===== config.mk =====
export PLATFORM = sky130hd
export DESIGN_NAME = indirect_reg_bridge
export DESIGN_NICKNAME = d
export VERILOG_FILES = /design/src/rtl/irb_pkg.sv /design/src/rtl/irb_regfile.sv /design/src/rtl/irb_channel.sv /design/src/rtl/indirect_reg_bridge.sv
export SDC_FILE = /design/constraint.sdc
export NUM_CORES = 2
export LEC_CHECK = 0
export BUFFER_PORTS_ARGS = -buffer_cell sky130_fd_sc_hd__buf_2
export CAP_MARGIN = 0
export CORE_ASPECT_RATIO = 0.8
export CORE_MARGIN = 5
export CORE_UTILIZATION = 60
export DETAILED_ROUTE_END_ITERATION = 10
export PLACE_DENSITY = 0.86
export REMOVE_ABC_BUFFERS = 1
export SLEW_MARGIN = 5
export SYNTH_ARGS = -nofsm -noshare
export SYNTH_HDL_FRONTEND = slang
export SYNTH_HIERARCHICAL = 1
export SYNTH_SLANG_ARGS = --single-unit

===== constraint.sdc =====
create_clock -name pclk -period 3.07 [get_ports pclk]
set_input_delay 0.1535 -clock pclk [delete_from_list [all_inputs] [get_ports pclk]]
set_output_delay 0.1535 -clock pclk [all_outputs]
set_load 0.05 [all_outputs]

===== src/rtl/irb_pkg.sv =====
package irb_pkg;
  localparam int unsigned DW  = 32;
  localparam int unsigned IAW = 16;
  localparam int unsigned NCH = 2;

  typedef enum logic [1:0] {
    PORT_ADDR = 2'd0,
    PORT_DATA = 2'd1,
    PORT_CTRL = 2'd2,
    PORT_NONE = 2'd3
  } port_e;

  typedef struct packed {
    logic addr_wr;
    logic data_wr;
    logic data_rd;
    logic ctrl_wr;
    logic ctrl_rd;
  } chan_req_t;
endpackage


===== src/rtl/irb_regfile.sv =====
module irb_regfile #(
  parameter int unsigned DEPTH = 16,
  parameter int unsigned WIDTH = 32,
  localparam int unsigned IW = (DEPTH > 1) ? $clog2(DEPTH) : 1
) (
  input  logic             clk,
  input  logic             rst_n,
  input  logic             we,
  input  logic [IW-1:0]    waddr,
  input  logic [WIDTH-1:0] wdata,
  input  logic [IW-1:0]    raddr,
  output logic [WIDTH-1:0] rdata
);
  logic [WIDTH-1:0] mem_q [DEPTH];

  // One register per word; the write enable picks the word.
  for (genvar i = 0; i < DEPTH; i++) begin : g_word
    always_ff @(posedge clk or negedge rst_n) begin
      if (!rst_n)                          mem_q[i] <= '0;
      else if (we && waddr == IW'(i))      mem_q[i] <= wdata;
    end
  end

  assign rdata = mem_q[raddr];
endmodule


===== src/rtl/irb_channel.sv =====
module irb_channel
  import irb_pkg::*;
#(
  parameter int unsigned DEPTH = 16,
  localparam int unsigned IW = (DEPTH > 1) ? $clog2(DEPTH) : 1
) (
  input  logic          clk,
  input  logic          rst_n,
  input  chan_req_t     req,
  input  logic [DW-1:0] wdata,
  output logic [DW-1:0] addr_rd,
  output logic [DW-1:0] data_rd,
  output logic [DW-1:0] ctrl_rd,
  output logic          bad,
  output logic          err_en,
  output logic          confirmed,
  output logic [DW-1:0] pf
);
  localparam logic [IAW-1:0] LIMIT = IAW'(DEPTH);

  logic [IAW-1:0] stage_q, lat_q;
  logic           arm_q, cfm_q, en_q;
  logic [DW-1:0]  pf_q, rf_rdata;
  logic           in_range, touch;

  assign in_range = cfm_q && (lat_q < LIMIT);
  assign touch    = req.data_wr | req.data_rd | req.ctrl_wr | req.ctrl_rd;
  assign bad      = (req.data_wr | req.data_rd) & ~in_range;

  always_ff @(posedge clk or negedge rst_n) begin
    if (!rst_n) begin
      stage_q <= '0;
      lat_q   <= '0;
      arm_q   <= 1'b0;
      cfm_q   <= 1'b0;
      en_q    <= 1'b0;
      pf_q    <= '0;
    end else begin
      if (req.addr_wr) begin
        // second equal write in a row confirms the address
        if (arm_q && stage_q == wdata[IAW-1:0]) begin
          cfm_q <= 1'b1;
          lat_q <= wdata[IAW-1:0];
        end else begin
          cfm_q <= 1'b0;
        end
        stage_q <= wdata[IAW-1:0];
        arm_q   <= 1'b1;
        pf_q    <= '0;
      end else if (touch) begin
        arm_q <= 1'b0;
      end
      if (req.data_rd) pf_q <= in_range ? rf_rdata : '0;
      if (req.ctrl_wr) en_q <= wdata[15];
    end
  end

  irb_regfile #(.DEPTH(DEPTH), .WIDTH(DW)) u_rf (
    .clk   (clk),
    .rst_n (rst_n),
    .we    (req.data_wr & in_range),
    .waddr (lat_q[IW-1:0]),
    .wdata (wdata),
    .raddr (lat_q[IW-1:0]),
    .rdata (rf_rdata)
  );

  assign addr_rd   = {{(DW-IAW){1'b0}}, stage_q};
  assign data_rd   = pf_q;
  assign ctrl_rd   = {{(DW-16){1'b0}}, en_q, 15'b0};
  assign err_en    = en_q;
  assign confirmed = cfm_q;
  assign pf        = pf_q;
endmodule


===== src/rtl/indirect_reg_bridge.sv =====
module indirect_reg_bridge
  import irb_pkg::*;
#(
  parameter int unsigned APB_AW = 8,
  parameter int unsigned DEPTH  = 16
) (
  input  logic              pclk,
  input  logic              presetn,
  input  logic              psel,
  input  logic              penable,
  input  logic              pwrite,
  input  logic [APB_AW-1:0] paddr,
  input  logic [31:0]       pwdata,
  output logic [31:0]       prdata,
  output logic              pready,
  output logic              pslverr
);
  logic        acc, hit;
  port_e       port;
  logic        unused_low;
  logic [NCH-1:0]         bad, en, cfm;
  logic [NCH-1:0][DW-1:0] pf_q, a_rd, d_rd, c_rd;

  assign acc        = psel & penable;
  assign hit        = (paddr[APB_AW-1:5] == '0);
  assign port       = port_e'(paddr[3:2]);
  assign unused_low = ^paddr[1:0];

  for (genvar g = 0; g < NCH; g++) begin : g_ch
    chan_req_t req;
    logic      sel;
    assign sel         = acc & hit & (paddr[4] == g[0]);
    assign req.addr_wr = sel &  pwrite & (port == PORT_ADDR);
    assign req.data_wr = sel &  pwrite & (port == PORT_DATA);
    assign req.data_rd = sel & ~pwrite & (port == PORT_DATA);
    assign req.ctrl_wr = sel &  pwrite & (port == PORT_CTRL);
    assign req.ctrl_rd = sel & ~pwrite & (port == PORT_CTRL);

    irb_channel #(.DEPTH(DEPTH)) u_ch (
      .clk       (pclk),
      .rst_n     (presetn),
      .req       (req),
      .wdata     (pwdata),
      .addr_rd   (a_rd[g]),
      .data_rd   (d_rd[g]),
      .ctrl_rd   (c_rd[g]),
      .bad       (bad[g]),
      .err_en    (en[g]),
      .confirmed (cfm[g]),
      .pf        (pf_q[g])
    );
  end

  always_comb begin
    prdata = '0;
    if (acc && hit && !pwrite) begin
      unique case (port)
        PORT_ADDR: prdata = a_rd[paddr[4]];
        PORT_DATA: prdata = d_rd[paddr[4]];
        PORT_CTRL: prdata = c_rd[paddr[4]];
        default:   prdata = '0;
      endcase
    end
  end

  assign pslverr = |(bad & en);
  assign pready  = 1'b1;
endmodule


==> flow_metrics.tcl <==
set metrics [dict create \
    period_minus_slack_ns 2.95 \
    syn_avg_cell_area_um2 15.4 \
    timing.final.hold_violations 0 \
    power_leakage_nw 28.8 \
    crit_path_max_fanout 7 \
    critPathCaptureType "flop" \
    drtIter0Drc 2935 \
    holdWs_ns 0.0705 \
    final_max_slew_viol_count 0 \
    ys_warn_count 6 \
    dr_total_vias 31500 \
    io_buffers 75 \
    netlist_area_um2 53400 \
    combPwrFrac_pct 3.1 \
    status "finished clean" \
    antenna_found_initial 1 \
    grt_setup_unrepaired "no" \
    critPathRequiredTime_ns 3.63 \
    hold_class "input pin to flop" \
    firstDrtPassIters 7 \
    grt_first_pass_wirelength_um 209000 \
    die_w_um 344 \
    dp_hpwl_um 82700 \
    path_clk_slew_ns 0.06 \
    stdcell_count 4794 \
    max_freq_mhz 339 \
    grt_max_degree 121 \
    clk_latency_ns 0.71 \
    worst_pin_slew_ns 1.35 \
    cts_sinks 1158 \
    drive_gt1_share_pct 50.9 \
    area_growth_pct 11.4 \
    period_share_pct 95.9 \
    place_inst 4589 \
    wl_um 134000 \
    cts_tree "yes" \
    ant_nets 0 \
    wl_per_cell_um 28.0 \
    seq_power_share_pct 51.5 \
    setup_viol 0 \
    fillers 5596 \
    cts_inserted_buffers 108 \
    finalNetCount 3564 \
    netSwitchingPower_mw 6.59 \
    die_h_um 277 \
    utilization_pct 67.7 \
    grt_pass1_vias 33700 \
    grt_overflow 0 \
    cts-root-buf "clkbuf_16" \
    startpoint_type "flop" \
    floorplan.initialDensity_pct 60.7 \
    route.detailed.drc 0 \
    finalPower_mw 29.7 \
    p_int_mw 23.1 \
    fin_skew_ns 0.0262 \
    clock_path_buffers 3 \
    path_class "flop to flop" \
    power.density_nw_per_um2 499 \
    ir_worst_vdd_mv 0.428 \
    max_cap_viol_count 0 \
    switching_share_pct 22.2 \
    syn_inst 3474 \
    grtUsageTotal_pct 28.6 \
    io_pins 79 \
    placement_rows 97 \
    gp_congestion 0.828 \
    htreeDepth 3 \
    slew_headroom_pct 9.66 \
    pwr-share-clk_pct 45.4 \
    viasPerCell 6.58 \
    core-area_um2 88000 \
    dieArea_um2 95200 \
    critPathArrivalTime_ns 3.50 \
]
## layout make-up
cell class              count  area (um^2)  share of cell area, %
diodes                      1         2.50                0.00420
clock buffers             156         3130                   5.26
clock inverters            40          443                  0.744
inverters                   4         15.0                 0.0252
multi-input cells        2006        22900                   38.5
flip-flops and latches   1158        29000                   48.7
well taps                1188         1490                   2.50
repair buffers            241         2550                   4.29
## power groups by stage
stage | combinational [mW] | clock, mW | sequential, mW
2_1_floorplan | 0.192 | 0 | 15.6
3_3_place_gp | 0.883 | 0 | 15.6
3_5_place_dp | 0.895 | 0 | 15.6
4_1_cts | 0.911 | 13.7 | 15.3
5_1_grt | 1.01 | 14.3 | 15.3
6_report | 0.913 | 13.5 | 15.3
## critical path, stage by stage, from the launching register on
cell and delay (ns):
dfrtp_1 0.38, nor4_1 0.29, nand2_1 0.12, nor4_1 0.40, and2_2 0.34, nand3_1 0.16, or3_2 0.54, buf_4 0.21
mux2_1 0.36
## flip-flops by register name (all words and copies together) (netlist names)
signal,flops
g_ch.u_ch/u_rf/mem_q,1024
g_ch.u_ch/data_rd,64
g_ch.u_ch/lat_q,32
g_ch.u_ch/stage_q,32
g_ch.u_ch/arm_q,2
g_ch.u_ch/confirmed,2
g_ch.u_ch/err_en,2
## routing by layer
| metal | global-route usage (%) | share of wire, % | up-vias |
|---|---|---|---|
| met5 | 0 | 0 | - |
| met4 | 8.12 | 3.0 | 0 |
| met3 | 7.56 | 9.2 | 318 |
| met2 | 43.1 | 46 | 1322 |
| met1 | 41.9 | 42 | 17100 |
| li1 | - | - | 12800 |
## placed cells by master (no fill, tap or decap), drive strengths merged, types with 12 or more instances in the layout
| master | n |
|---|---|
| mux2 | 1122 |
| nor4 | 12 |
| xnor2 | 24 |
| conb | 95 |
| mux4 | 288 |
| clkinv | 28 |
| nor2 | 36 |
| a22oi | 129 |
| clkbuf | 156 |
| buf | 233 |
| a21oi | 31 |
| a22o | 65 |
| dfrtp | 1158 |
| nand2 | 136 |
## worst paths after layout
path                                                           from                                        to  slack [ns]  cells after the start
setup / recovery                 g_ch[0].u_ch/lat_q[15]$_DFFE_PN0P_  g_ch[0].u_ch/u_rf/mem_q[102]$_DFFE_PN0P_        0.12                      8
hold / removal                                             paddr[7]           g_ch[1].u_ch/err_en$_DFFE_PN0P_        0.07                      4
setup reg to reg                 g_ch[0].u_ch/lat_q[15]$_DFFE_PN0P_  g_ch[0].u_ch/u_rf/mem_q[102]$_DFFE_PN0P_        0.12                      8
hold reg to reg            g_ch[1].u_ch/u_rf/mem_q[390]$_DFFE_PN0P_  g_ch[1].u_ch/u_rf/mem_q[390]$_DFFE_PN0P_        0.49                      1
max in group asynchronous                                   presetn  g_ch[0].u_ch/u_rf/mem_q[433]$_DFFE_PN0P_        1.89                      3
min in group asynchronous                                   presetn  g_ch[1].u_ch/u_rf/mem_q[164]$_DFFE_PN0P_        0.08                      2
## per-stage QoR
step / instance area (um^2) / TNS (ns) / worst slack (ns)
CTS: 59500 / 0 / 0.0627
global route: 59600 / 0 / 0.00814
global placement: 55900 / 0 / 0.146
finish: 59600 / 0 / 0.124
detailed placement: 55900 / 0 / 0.0166
floorplan: 51700 / -4029.83 / -4.40
## repair_timing
action	4_1_cts	5_1_grt
cloned	0	0
endpoints found under the setup margin	7	60
hold endpoints to repair	445	0
resized for setup	1	3
hold buffers	8	0
pin swaps	0	0
buffers inserted	0	0
No activity file was read; power rests on OpenSTA's default activity.
